<file path="src/rtl/irq_pkg.sv">
package irq_pkg;
  typedef enum logic {LVL_LO = 1'b0, LVL_HI = 1'b1} lvl_e;
  typedef enum logic [1:0] {
    RA_PEND = 2'd0,
    RA_EN   = 2'd1,
    RA_PRIO = 2'd2,
    RA_CTL  = 2'd3
  } reg_addr_e;
endpackage

</file>
<file path="src/rtl/irq_regs.sv">
module irq_regs
  import irq_pkg::*;
#(
  parameter int NSRC = 16,
  parameter logic [NSRC-1:0] AUTOCLR = '0,
  localparam int IDX_W = $clog2(NSRC)
) (
  input  logic             clk,
  input  logic             rst_n,
  input  logic [NSRC-1:0]  src_evt,
  input  logic             reg_wr,
  input  logic [1:0]       reg_addr,
  input  logic [NSRC-1:0]  reg_wdata,
  output logic [NSRC-1:0]  reg_rdata,
  input  logic             clr_fire,
  input  logic [IDX_W-1:0] clr_idx,
  input  logic             instr_done,
  input  logic             next_multi,
  output logic [NSRC-1:0]  pend_q,
  output logic [NSRC-1:0]  en_q,
  output logic [NSRC-1:0]  prio_q,
  output logic             ge_eff
);
  reg_addr_e ra;
  logic wr_pend, wr_en, wr_prio, wr_ctl;
  logic ge_q, grace_q;
  logic [NSRC-1:0] clr_mask, pend_d;

  assign ra      = reg_addr_e'(reg_addr);
  assign wr_pend = reg_wr && (ra == RA_PEND);
  assign wr_en   = reg_wr && (ra == RA_EN);
  assign wr_prio = reg_wr && (ra == RA_PRIO);
  assign wr_ctl  = reg_wr && (ra == RA_CTL);

  // Auto-clear on acceptance; a software write replaces the word; events always set.
  always_comb begin
    clr_mask = '0;
    if (clr_fire && AUTOCLR[clr_idx]) clr_mask[clr_idx] = 1'b1;
    pend_d = wr_pend ? reg_wdata : (pend_q & ~clr_mask);
    pend_d = pend_d | src_evt;
  end

  always_ff @(posedge clk or negedge rst_n) begin
    if (!rst_n) begin
      pend_q <= '0;
      en_q   <= '0;
      prio_q <= '0;
    end else begin
      pend_q <= pend_d;
      if (wr_en)   en_q   <= reg_wdata;
      if (wr_prio) prio_q <= reg_wdata;
    end
  end

  // Global enable with a one-boundary grace window after a clear.
  always_ff @(posedge clk or negedge rst_n) begin
    if (!rst_n) begin
      ge_q    <= 1'b0;
      grace_q <= 1'b0;
    end else if (wr_ctl) begin
      ge_q    <= reg_wdata[0];
      grace_q <= ge_q && !reg_wdata[0];
    end else if (instr_done) begin
      grace_q <= 1'b0;
    end
  end

  assign ge_eff = ge_q | (grace_q & ~next_multi);

  always_comb begin
    unique case (ra)
      RA_PEND: reg_rdata = pend_q;
      RA_EN:   reg_rdata = en_q;
      RA_PRIO: reg_rdata = prio_q;
      default: reg_rdata = {{(NSRC-1){1'b0}}, ge_q};
    endcase
  end
endmodule

</file>
<file path="src/rtl/irq_pick.sv">
module irq_pick #(
  parameter int N = 16,
  localparam int IDX_W = $clog2(N)
) (
  input  logic [N-1:0]     cand,
  output logic             found,
  output logic [IDX_W-1:0] idx
);
  // Lowest set index wins.
  always_comb begin
    found = |cand;
    idx   = '0;
    for (int i = N - 1; i >= 0; i--) begin
      if (cand[i]) idx = IDX_W'(i);
    end
  end
endmodule

</file>
<file path="src/rtl/irq_nest.sv">
module irq_nest
  import irq_pkg::*;
#(
  parameter int IDX_W = 4
) (
  input  logic             clk,
  input  logic             rst_n,
  input  logic             take,
  input  logic [IDX_W-1:0] take_idx,
  input  lvl_e             take_lvl,
  input  logic             vec_ready,
  input  logic             ret_strb,
  output logic             vec_valid,
  output logic [IDX_W-1:0] vec_idx,
  output logic             acc_fire,
  output logic             isr_hi,
  output logic             isr_lo
);
  lvl_e vec_lvl;
  logic hi_d, lo_d;

  assign acc_fire = vec_valid & vec_ready;

  always_ff @(posedge clk or negedge rst_n) begin
    if (!rst_n) begin
      vec_valid <= 1'b0;
      vec_idx   <= '0;
      vec_lvl   <= LVL_LO;
    end else if (take) begin
      vec_valid <= 1'b1;
      vec_idx   <= take_idx;
      vec_lvl   <= take_lvl;
    end else if (acc_fire) begin
      vec_valid <= 1'b0;
    end
  end

  always_comb begin
    hi_d = isr_hi;
    lo_d = isr_lo;
    if (ret_strb) begin
      if (isr_hi) hi_d = 1'b0;
      else        lo_d = 1'b0;
    end
    if (acc_fire) begin
      if (vec_lvl == LVL_HI) hi_d = 1'b1;
      else                   lo_d = 1'b1;
    end
  end

  always_ff @(posedge clk or negedge rst_n) begin
    if (!rst_n) begin
      isr_hi <= 1'b0;
      isr_lo <= 1'b0;
    end else begin
      isr_hi <= hi_d;
      isr_lo <= lo_d;
    end
  end
endmodule

</file>
<file path="src/rtl/irq_ctrl.sv">
module irq_ctrl
  import irq_pkg::*;
#(
  parameter int NSRC = 16,
  parameter int ADDR_W = 16,
  parameter int VEC_BASE = 3,
  parameter int VEC_STRIDE = 8,
  parameter logic [NSRC-1:0] AUTOCLR = 16'h000F,
  localparam int IDX_W = $clog2(NSRC)
) (
  input  logic              clk,
  input  logic              rst_n,
  input  logic [NSRC-1:0]   src_evt,
  input  logic              instr_done,
  input  logic              next_multi,
  input  logic              ret_strb,
  output logic              vec_valid,
  input  logic              vec_ready,
  output logic [IDX_W-1:0]  vec_idx,
  output logic [ADDR_W-1:0] vec_addr,
  input  logic              reg_wr,
  input  logic [1:0]        reg_addr,
  input  logic [NSRC-1:0]   reg_wdata,
  output logic [NSRC-1:0]   reg_rdata
);
  logic [NSRC-1:0] pend_q, en_q, prio_q, req;
  logic            ge_eff, acc_fire, isr_hi, isr_lo;
  logic [NSRC-1:0] cand  [2];
  logic            found [2];
  logic [IDX_W-1:0] pidx [2];
  logic            win_ok, take;
  logic [IDX_W-1:0] win_idx;
  lvl_e            win_lvl;

  irq_regs #(.NSRC(NSRC), .AUTOCLR(AUTOCLR)) u_regs (
    .clk(clk), .rst_n(rst_n), .src_evt(src_evt),
    .reg_wr(reg_wr), .reg_addr(reg_addr), .reg_wdata(reg_wdata), .reg_rdata(reg_rdata),
    .clr_fire(acc_fire), .clr_idx(vec_idx),
    .instr_done(instr_done), .next_multi(next_multi),
    .pend_q(pend_q), .en_q(en_q), .prio_q(prio_q), .ge_eff(ge_eff)
  );

  assign req     = pend_q & en_q;
  assign cand[0] = req & ~prio_q;
  assign cand[1] = req & prio_q;

  for (genvar g = 0; g < 2; g++) begin : g_lvl
    irq_pick #(.N(NSRC)) u_pick (.cand(cand[g]), .found(found[g]), .idx(pidx[g]));
  end

  // Level gating: high may preempt low; nothing preempts high.
  always_comb begin
    win_ok  = 1'b0;
    win_idx = pidx[0];
    win_lvl = LVL_LO;
    if (found[1] && !isr_hi) begin
      win_ok  = 1'b1;
      win_idx = pidx[1];
      win_lvl = LVL_HI;
    end else if (found[0] && !isr_hi && !isr_lo) begin
      win_ok = 1'b1;
    end
  end

  assign take = instr_done & ~ret_strb & ~vec_valid & ge_eff & win_ok;

  irq_nest #(.IDX_W(IDX_W)) u_nest (
    .clk(clk), .rst_n(rst_n), .take(take), .take_idx(win_idx), .take_lvl(win_lvl),
    .vec_ready(vec_ready), .ret_strb(ret_strb), .vec_valid(vec_valid), .vec_idx(vec_idx),
    .acc_fire(acc_fire), .isr_hi(isr_hi), .isr_lo(isr_lo)
  );

  assign vec_addr = ADDR_W'(VEC_BASE) + ADDR_W'(VEC_STRIDE) * ADDR_W'(vec_idx);
endmodule

</file>
<file path="config.mk">
export PLATFORM = sky130hd
export DESIGN_NAME = irq_ctrl
export DESIGN_NICKNAME = d
export VERILOG_FILES = /design/src/rtl/irq_pkg.sv /design/src/rtl/irq_regs.sv /design/src/rtl/irq_pick.sv /design/src/rtl/irq_nest.sv /design/src/rtl/irq_ctrl.sv
export SDC_FILE = /design/constraint.sdc
export NUM_CORES = 1
export LEC_CHECK = 0
export ABC_AREA = 1
export ABC_CLOCK_PERIOD_IN_PS = 5600
export BUFFER_PORTS_ARGS = -buffer_cell sky130_fd_sc_hd__clkbuf_2
export CAP_MARGIN = 30
export CORE_MARGIN = 2
export CORE_UTILIZATION = 30
export CTS_BUF_LIST = sky130_fd_sc_hd__clkbuf_2 sky130_fd_sc_hd__clkbuf_4 sky130_fd_sc_hd__clkbuf_8
export CTS_CLUSTER_DIAMETER = 80
export CTS_CLUSTER_SIZE = 28
export DETAILED_ROUTE_END_ITERATION = 6
export GPL_TIMING_DRIVEN = 0
export PLACE_DENSITY_LB_ADDON = 0.3
export SLEW_MARGIN = 15
export SYNTH_ARGS = -nofsm -noshare
export SYNTH_HDL_FRONTEND = slang
export SYNTH_HIERARCHICAL = 1
export SYNTH_SLANG_ARGS = --single-unit
</file>
<file path="constraint.sdc">
create_clock -name clk -period 5.6 [get_ports clk]
set_clock_uncertainty 0.15 [all_clocks]
set_input_delay 0.28 -clock clk [delete_from_list [all_inputs] [get_ports clk]]
set_output_delay 0.28 -clock clk [all_outputs]
set_load 0.01 [all_outputs]
</file>
==> key figures <==
GRT
  – GRT Total Usage: 0.168
  – Grt ovf: 0
  – Antenna violations before repair: 0
  – First-pass GRT wire length: 17.2 mm
  – Largest net degree at the start of global routing: 36
  – Number of global-route vias before repair: 3587

Clock network
  – Post-CTS sizing: 0
  – TritonCTS buffer count: 9
  – Htree depth: 3
  – CTS sink count: 58
  – Clock buffer depth: 2
  – Clock Pin Slew Worst Setup and Hold Paths: 0.07 ns
  – CTS Hold Bufs: 12
  – Clk_lat worst skew: 0.35 ns
  – # Post-CTS Setup Buffers: 0
  – Root buf cell: clkbuf_8
  – CTS tree: built

Floorplanning
  – Starting density of the core: 0.311
  – Die Y: 116 um
  – I/O pins: 78
  – Chip width: 116 um
  – Core footprint: 12100 um^2
  – Full die area: 13500 um^2
  – Row count: 40

Synthesis
  – Sequential-to-total area share from yosys stat: 0.386
  – Synth Area per Inst: 6.89 um^2
  – Cells after Synth: 546
  – Synthesized flop and latch total: 58
  – Synthesized area: 3760 um^2
  – Count of cell types in the netlist: 23
  – Yosys warning count: 6

Timing
  – Setup_tns: 0 ns
  – Fmax: 462 MHz
  – Least-Margin Pin Slew: 0.633 ns
  – RSZ-0062 raised after global routing: false
  – Fin. Hold Viols: 0
  – Fin Hold WS: 0.0148 ns
  – Period Utilization, post-route: 0.387
  – Min cycle time layout: 2.16 ns
  – # setup viols final: 0
  – Max-slew headroom: 0.578
  – Max Slew Vio Count: 0

Placed design
  – Dpl hpwl: 7.84 mm
  – IO buf count: 65
  – Routability Congestion: 0.862

Setup path
  – Worst r2r path cells: 9
  – Crit-path leading delay family: simple AND/OR/NAND/NOR gates
  – Type of the worst setup path: reg2reg
  – Crit path largest cell delay: 0.41 ns
  – Critical path depth: 9
  – Crit path buf inv count: 1
  – Critical Path RT: 5.68 ns
  – WP data arrival: 2.24 ns
  – Crit-path cells: nand2_1 -> nor2_1 -> or2_1 -> nor4_1 -> nand2_1 -> nand2_4 -> a21oi_1 -> inv_2 -> o21ai_0
  – CP endpoint kind: register
  – Slowest stage cell on the critical path: nor4_1
  – Critical path launch point type: register
  – Most common cell on crit path: nand2_1
  – CP max FO: 7

Drt
  – Wire per inst: 12.8 um
  – WL final: 10.5 mm
  – Antenna Nets Post-Route: 0
  – Via-to-Cell Ratio: 4.37
  – Initial DRT Pass Iterations: 4
  – Residual DRC count: 0
  – DRT iter0 DRCs: 133
  – Vias after detailed routing: 3575

Power
  – Power per cell area: 302 nW/um^2
  – Leakage: 2.57 nW
  – Max IR drop VDD: 0.107 mV

Finish
  – # fillers: 1339
  – Commonest non-fill, non-tap cell in the layout: nand2_1
  – Final Util: 0.385
  – Layout cells sized above 1: 0.257
  – Layout area overhead: 24.0%
  – ANT cells: 0
  – Most frequent cells in the layout: 189 x nand2_1, 74 x inv_1, 64 x clkbuf_2, 58 x dfrtp_1
  – Final #Nets: 686

Hold path
  – Hold depth: 2
  – Hold crit path type: in2reg

Run status
  – Status: finished clean

Flow run
  – Max Cap Viol: 0
metal layers:
metal,up-vias,global-route usage,part of all wire
li1,1855,-,-
met1,1601,0.225,0.49
met2,103,0.268,0.44
met3,16,0.0377,0.050
met4,0,0.0579,0.018
met5,-,0,0
stage by stage:
step           instance area, um^2  setup WS, ns  std cells  power (W)
2_1_floorplan                 3800          3.75        556   0.000882
3_3_place_gp                  4340          3.46        789    0.00102
3_5_place_dp                  4360          3.47        790    0.00104
4_1_cts                       4670          3.45        818    0.00143
5_1_grt                       4670          3.31        818    0.00152
6_report                      4670          3.44        818    0.00141
final timing paths:
check,from,endpoint,slack (ns)
worst max register to register,u_regs/pend_q[14]$_DFF_PN0_,u_nest/vec_valid$_DFFE_PN0P_,3.44
max in group asynchronous,rst_n,u_nest/vec_idx[2]$_DFFE_PN0P_,4.53
worst min register to register,u_nest/isr_lo$_DFF_PN0_,u_nest/isr_lo$_DFF_PN0_,0.34
worst max-delay path,u_regs/pend_q[14]$_DFF_PN0_,u_nest/vec_valid$_DFFE_PN0P_,3.44
worst min-delay path,vec_ready,u_nest/vec_valid$_DFFE_PN0P_,0.01
min in group asynchronous,rst_n,u_regs/pend_q[8]$_DFF_PN0_,0.26
logic make-up after synthesis:
logic type	count (synthesis)	synth area share
AND/OR/NAND/NOR	316	0.362
buffers and inverters	121	0.151
flip-flops	58	0.386
AO/OA/AOI/OAI	49	0.0998
other	2	0.00200
registers in the layout, summed over array words and instances, names as in the netlist:
| register | cells |
|---|---|
| u_regs/en_q | 16 |
| u_regs/pend_q | 16 |
| u_regs/prio_q | 16 |
| u_nest/vec_idx | 4 |
| u_nest/isr_hi | 1 |
| u_nest/isr_lo | 1 |
| u_nest/vec_lvl | 1 |
| u_nest/vec_valid | 1 |
| u_regs/ge_q | 1 |
| u_regs/grace_q | 1 |
cell type report:
class / count / area (um^2) / share of cell area
buffer: 30 / 225 / 0.0483
clock buffer: 10 / 131 / 0.0282
clock inverter: 6 / 57.6 / 0.0123
inverter: 91 / 342 / 0.0732
multi-input combinational: 377 / 1780 / 0.382
sequential: 58 / 1450 / 0.311
tap: 168 / 210 / 0.0450
timing repair buffer: 78 / 468 / 0.100
where the power goes:
part	internal, W	switching (W)
Clock	0.000207	0.000171
Combinational	0.000196	0.000290
Sequential	0.000484	0.0000622
Yosys cell counts, drive strengths merged:
| cell | count | share of area |
|---|---|---|
| a21oi | 11 | 0.017 |
| buf | 28 | 0.058 |
| clkbuf | 2 | 0.0020 |
| conb | 2 | 0.0020 |
| dfrtp | 58 | 0.39 |
| inv | 91 | 0.091 |
| nand2 | 192 | 0.20 |
| nand3 | 48 | 0.064 |
| nand3b | 12 | 0.024 |
| nand4 | 3 | 0.0050 |
| nor2 | 51 | 0.057 |
| nor3 | 6 | 0.0080 |
| nor4 | 2 | 0.0033 |
| o21ai | 37 | 0.081 |
| o21bai | 1 | 0.0020 |
| or2 | 2 | 0.0033 |
Power figures use the tool's default switching activity.
